==> config.mk <==
export PLATFORM = sky130hd
export DESIGN_NAME = dma_req_guard
export DESIGN_NICKNAME = d
export VERILOG_FILES = /design/src/rtl/dma_req_pkg.sv /design/src/rtl/dma_req_ctrl.sv /design/src/rtl/dma_req_dpath.sv /design/src/rtl/dma_req_guard.sv
export SDC_FILE = /design/constraint.sdc
export NUM_CORES = 1
export LEC_CHECK = 0
export BUFFER_PORTS_ARGS = -buffer_cell sky130_fd_sc_hd__buf_2
export CAP_MARGIN = 20
export CORE_AREA = 2 2 39 41
export CTS_BUF_LIST = sky130_fd_sc_hd__clkbuf_16
export DETAILED_ROUTE_END_ITERATION = 10
export DIE_AREA = 0 0 41 43
export SLEW_MARGIN = 20
export SYNTH_ARGS = -nofsm -noshare
export SYNTH_HDL_FRONTEND = slang
export SYNTH_HIERARCHICAL = 1
export SYNTH_SLANG_ARGS = --single-unit
export TNS_END_PERCENT = 5
==> constraint.sdc <==
create_clock -name clk -period 2.2 [get_ports clk]
set_clock_uncertainty 0.2 [all_clocks]
set_input_delay 0.33 -clock clk [delete_from_list [all_inputs] [get_ports clk]]
set_output_delay 0.33 -clock clk [all_outputs]
set_load 0.05 [all_outputs]
==> src/rtl/dma_req_pkg.sv <==
package dma_req_pkg;

  // Per-channel update strobes sent from control to datapath.
  typedef struct packed {
    logic reqSet;   // start a new request
    logic reqClr;   // retire or withdraw the request
    logic udrSet;   // underrun detected this cycle
    logic udrClr;   // software clear of the underrun flag
    logic lockSet;  // enter lockout
    logic armSet;   // enable seen low while locked
    logic lockClr;  // leave lockout
  } strobe_t;

endpackage

==> src/rtl/dma_req_ctrl.sv <==
module dma_req_ctrl
  import dma_req_pkg::*;
#(
  parameter int NCH = 2
) (
  input  logic [NCH-1:0] hwTrig,
  input  logic [NCH-1:0] swTrig,
  input  logic [NCH-1:0] dmaEn,
  input  logic [NCH-1:0] dmaAck,
  input  logic [NCH-1:0] udrClr,
  input  logic [NCH-1:0] reqQ,
  input  logic [NCH-1:0] flagQ,
  input  logic [NCH-1:0] lockQ,
  input  logic [NCH-1:0] armQ,
  output strobe_t        stb [NCH]
);

  for (genvar ch = 0; ch < NCH; ch++) begin : g_ch
    logic hwEvt;
    logic overlap;

    // Only a hardware-originated trigger on an enabled, unlocked channel counts.
    assign hwEvt   = hwTrig[ch] & ~swTrig[ch] & dmaEn[ch] & ~lockQ[ch];
    // A counted trigger collides when the previous request is still unacknowledged.
    assign overlap = hwEvt & reqQ[ch] & ~dmaAck[ch];

    always_comb begin
      stb[ch]         = '0;
      stb[ch].reqSet  = hwEvt & ~overlap;
      stb[ch].reqClr  = reqQ[ch] & (dmaAck[ch] | ~dmaEn[ch] | overlap);
      stb[ch].udrSet  = overlap;
      stb[ch].udrClr  = udrClr[ch];
      stb[ch].lockSet = overlap;
      stb[ch].armSet  = lockQ[ch] & ~dmaEn[ch];
      stb[ch].lockClr = lockQ[ch] & armQ[ch] & dmaEn[ch] & ~flagQ[ch];
    end
  end

endmodule

==> src/rtl/dma_req_dpath.sv <==
module dma_req_dpath
  import dma_req_pkg::*;
#(
  parameter int NCH = 2
) (
  input  logic           clk,
  input  logic           rstN,
  input  strobe_t        stb [NCH],
  input  logic [NCH-1:0] udrIntEn,
  output logic [NCH-1:0] reqQ,
  output logic [NCH-1:0] flagQ,
  output logic [NCH-1:0] lockQ,
  output logic [NCH-1:0] armQ,
  output logic [NCH-1:0] irq
);

  for (genvar ch = 0; ch < NCH; ch++) begin : g_ch
    always_ff @(posedge clk or negedge rstN) begin
      if (!rstN) begin
        reqQ[ch]  <= 1'b0;
        flagQ[ch] <= 1'b0;
        lockQ[ch] <= 1'b0;
        armQ[ch]  <= 1'b0;
      end else begin
        // A new request has priority over retiring the old one.
        if (stb[ch].reqSet)       reqQ[ch] <= 1'b1;
        else if (stb[ch].reqClr)  reqQ[ch] <= 1'b0;

        // A new underrun has priority over a software clear.
        if (stb[ch].udrSet)       flagQ[ch] <= 1'b1;
        else if (stb[ch].udrClr)  flagQ[ch] <= 1'b0;

        if (stb[ch].lockSet)      lockQ[ch] <= 1'b1;
        else if (stb[ch].lockClr) lockQ[ch] <= 1'b0;

        if (stb[ch].lockSet || stb[ch].lockClr) armQ[ch] <= 1'b0;
        else if (stb[ch].armSet)                armQ[ch] <= 1'b1;
      end
    end

    assign irq[ch] = flagQ[ch] & udrIntEn[ch];
  end

endmodule

==> src/rtl/dma_req_guard.sv <==
module dma_req_guard
  import dma_req_pkg::*;
#(
  parameter int NCH = 2
) (
  input  logic           clk,
  input  logic           rstN,
  input  logic [NCH-1:0] hwTrig,
  input  logic [NCH-1:0] swTrig,
  input  logic [NCH-1:0] dmaEn,
  input  logic [NCH-1:0] udrIntEn,
  input  logic [NCH-1:0] dmaAck,
  input  logic [NCH-1:0] udrClr,
  output logic [NCH-1:0] dmaReq,
  output logic [NCH-1:0] udrFlag,
  output logic [NCH-1:0] udrIrq
);

  strobe_t        stb [NCH];
  logic [NCH-1:0] reqQ;
  logic [NCH-1:0] flagQ;
  logic [NCH-1:0] lockQ;
  logic [NCH-1:0] armQ;

  dma_req_ctrl #(.NCH(NCH)) u_ctrl (
    .hwTrig (hwTrig),
    .swTrig (swTrig),
    .dmaEn  (dmaEn),
    .dmaAck (dmaAck),
    .udrClr (udrClr),
    .reqQ   (reqQ),
    .flagQ  (flagQ),
    .lockQ  (lockQ),
    .armQ   (armQ),
    .stb    (stb)
  );

  dma_req_dpath #(.NCH(NCH)) u_dpath (
    .clk      (clk),
    .rstN     (rstN),
    .stb      (stb),
    .udrIntEn (udrIntEn),
    .reqQ     (reqQ),
    .flagQ    (flagQ),
    .lockQ    (lockQ),
    .armQ     (armQ),
    .irq      (udrIrq)
  );

  assign dmaReq  = reqQ;
  assign udrFlag = flagQ;

endmodule

After elaboration in Yosys (flattened, before gate mapping)
Index checks and enable logic that the tools add are counted.

operators by class
  muxes and demuxes = 16
  bitwise logic cells = 40
  reductions and logical operators = 10

operators with widths
  cell                count
  1-bit bitwise AND   24
  1-bit 2-to-1 mux    16
  2-bit nonzero test  8
  1-bit inverter      12
  1-bit OR            4
  1-bit logical OR    2

word-level totals
  output and inout bits = 6
  register bits after elaboration = 8
  input port bits = 14

Depth between registers and ports, before layout
  word-level depth = 10
  gate-level depth with buffers = 4

Cells and area by module
The synthesis kept the hierarchy.

modules (own cells, without submodules)
  module         cells an instance  instances  sequential area each (um^2)  area each (um^2)
  dma_req_dpath  26                 1          200.2                        297.8
  dma_req_ctrl   22                 1          0.0                          173.9

Worst setup path before layout
Ideal clock, no wire load.

  kind = register to output
  start point = register u_dpath.flagQ[1]
  end point = output udrIrq[1]
  setup slack = 541 ps
  data required time = 1,670 ps
  arrival time = 1,129 ps
  cell stages (with the launch flop) = 2
  cells stage by stage = dfrtp_1 > and2_1

on the way
  word-level cells in the longest chain between the ends = 1

ends and longest elaborated chain
  what                             line                 text
  start, declared                  dma_req_dpath.sv:11  output logic [NCH-1:0] flagQ,
  start signal, assigned by index  dma_req_dpath.sv:21  flagQ[ch] <= 1'b0;
  start signal, assigned by index  dma_req_dpath.sv:30  if (stb[ch].udrSet) flagQ[ch] <= 1'b1;
  start signal, assigned by index  dma_req_dpath.sv:31  else if (stb[ch].udrClr) flagQ[ch] <= 1'b0;
  1-bit bitwise AND                dma_req_dpath.sv:41  assign irq[ch] = flagQ[ch] & udrIntEn[ch];
  end, declared                    dma_req_guard.sv:16  output logic [NCH-1:0] udrIrq

Every way passes these cells.

Final worst setup path
  start point = register u_dpath.flagQ[0]
  end point = output udrIrq[0]

Same word-level chain as after synthesis.

==> reports/qor.yml <==
reg2regPathDepth: 3
grt_antenna_before_repair: 0
cp-startpoint: "u_dpath/flagQ[0]"
final_common_cell: "buf_2"
max_freq_ghz: 0.6621
cp.arrival_ps: 980
critPathMaxStageDelay_ps: 390
synth_mux_area_share_pct: 0
gp_congestion: 0.6628
layout_common_cells: "buf_2, inv_1, dfrtp_1"
rr_endpoint: "u_dpath/armQ[1]"
wire_per_inst_um: 9.815
dp_hpwl_um: 611.6
insertion_delay_ps: 230
dr.first_iter.drc_count: 1
top_level_ports: 20
ys_types: 14
finalSetupViolations: 0
synth-adder-area-share_pct: 0
multi_input_area_um2: 196.4
cts.path.max_buffers: 2
synth_compound_area_share_pct: 13.26
grt_pass1_wl_mm: 1.159
final_area_um2: 626.9
max_slew_margin_pct: 83.58
numPortBuffers: 19
r2r_slack_ps: 910
synth_nets: 62
yosys.area_share.simple_pct: 28.38
leakage_uw: 0.0003806
rsz0062_at_grt: "no"
finalHoldViolCount: 0
worstPathRequired_ps: 1670
worst_slew_pin_slew_ps: 248.0
r2r_start: "u_dpath/lockQ[1]"
dpl_cell_area_um2: 541.8
slowest_stage: "dfrtp_1"
synthCells: 48
path_clk_slew_ps: 40
routed_wl_um: 795
min_period_ps: 1510
route.vias.total: 367
n_antenna_cell: 0
grt_pass1_vias: 296
fin_crit_sh_pct: 68.65
synth_seq_cells: 8
synth_area_um2: 471.7
die-area_um2: 1763
start_util_pct: 34.09
cts_made_buffers: 3
drc: 0
fill_cells: 138
max-vdd-ir-drop_uv: 600.3
synth_xor_area_share_pct: 0
vias_per_cell: 4.531
finalMaxSlewViolations: 0
row_count: 14
synth_area_per_cell_um2: 9.827
powerDensity_nw_per_um2: 1243
critPathLaunchType: "register"
hold_class: "primary input to register"
cap_violations: 0
fp.dieW_um: 41
area.sequential_um2: 200.2
min_path_cells: 3
cts_tree: "done"
grt_overflow: 0
cp-end-kind: "output port"
cts_setup_buffers: 0
path_cells: "and2_1 -> buf_2"
seq_area_frac_synth_pct: 42.44
path_class: "register to output port"
yosysWarnings: 6
core_um2: 1384
tns_ps: 0
cts_root_buffer: "clkbuf_16"
drive_gt1_share_pct: 38.46
area_growth_pct: 32.89
hold_start: "udrClr[0]"
nNetsFinal: 81
grt_max_degree: 9
grt_use_total_pct: 10.36
antenna_left: 0
status: "finished clean"
htreeDepth: 1
synth_top_family_by_area: "simple AND/OR/NAND/NOR gates"
fp.dieH_um: 43
min_to: "u_dpath/flagQ[0]"
dr.pass1.iters: 2
clock-sinks: 8
timing.critical_path.fanout_max: 4
-- how the worst max path moves through the flow --
| stage | to | slack, ps | cells after the start |
|---|---|---|---|
| floorplan | udrIrq[1] | 540 | 1 |
| global placement | u_dpath/armQ[1] | 880 | 4 |
| detailed placement | u_dpath/armQ[1] | 870 | 4 |
| CTS | udrIrq[0] | 680 | 2 |
| global route | udrIrq[0] | 650 | 2 |
| finish | udrIrq[0] | 690 | 2 |
-- cell type report --
class	count	area share [%]
sequential	8	31.94
multi-input combinational	26	31.34
timing repair buffer	20	16.77
clock buffer	3	11.98
inverter	8	4.790
tap	16	3.194
-- timing repair --
item	in CTS	in global routing
endpoints found under the hold margin	8	0
hold buffers	1	0
resized for setup	0	0
-- critical path: cells and delay by family (launching register included) --
| kind | cells | cell delay (ps) |
|---|---|---|
| flops | 1 | 390 |
| buf+inv | 1 | 200 |
| simple gates | 1 | 160 |
-- cell families after synthesis --
family | count (synthesis)
AOI/OAI and AO/OA | 8
buffers and inverters | 14
DFF | 8
and+or+nand+nor | 18
-- synth_stat cells --
| library cell | instances | share of area, % |
|---|---|---|
| dfrtp_1 | 8 | 42 |
| inv_1 | 8 | 6.4 |
| a21o_1 | 6 | 9.5 |
| buf_4 | 6 | 9.5 |
| and4b_1 | 3 | 6.4 |
| and2_1 | 2 | 2.7 |
| and3_1 | 2 | 2.7 |
| nand2b_1 | 2 | 2.7 |
| nor2_1 | 2 | 1.6 |
| nor2b_1 | 2 | 2.7 |
| nor3_1 | 2 | 2.1 |
| nor3b_2 | 2 | 5.3 |
| o31a_1 | 2 | 3.7 |
| and4b_2 | 1 | 2.4 |
-- metrics by stage --
step	hold WS, ps	power, µW	utilization, %	std cells	worst slack, ps
CTS	167.6	791.1	45.30	81	684.9
detailed placement	-15.04	484.4	39.15	77	873.5
global placement	-13.49	481.3	39.15	77	875.1
finish	169.3	779.4	45.30	81	689.7
floorplan	-165.6	429.2	-	48	541.1
global route	180.5	828.1	45.30	81	649.7
-- where the power goes --
| group | internal [µW] | leakage [µW] | switching (µW) |
|---|---|---|---|
| Clock | 234 | 0.0000370 | 64.3 |
| Combinational | 93.7 | 0.000242 | 133 |
| Sequential | 205 | 0.000102 | 49.9 |
| Total | 532 | 0.000381 | 247 |
-- state kept, by name, indices dropped and copies added, names as in the netlist --
register       cells
u_dpath/armQ       2
u_dpath/flagQ      2
u_dpath/lockQ      2
u_dpath/reqQ       2
-- metal layers --
layer / track usage (%) / vias up / routed length, µm
met5: 0 / - / 0
met4: 12.00 / 0 / 12
met3: 1.571 / 2 / 76
met2: 13.44 / 18 / 353
met1: 12.67 / 158 / 352
li1: - / 189 / -
Note: power is estimated with default switching activity, not from simulation.
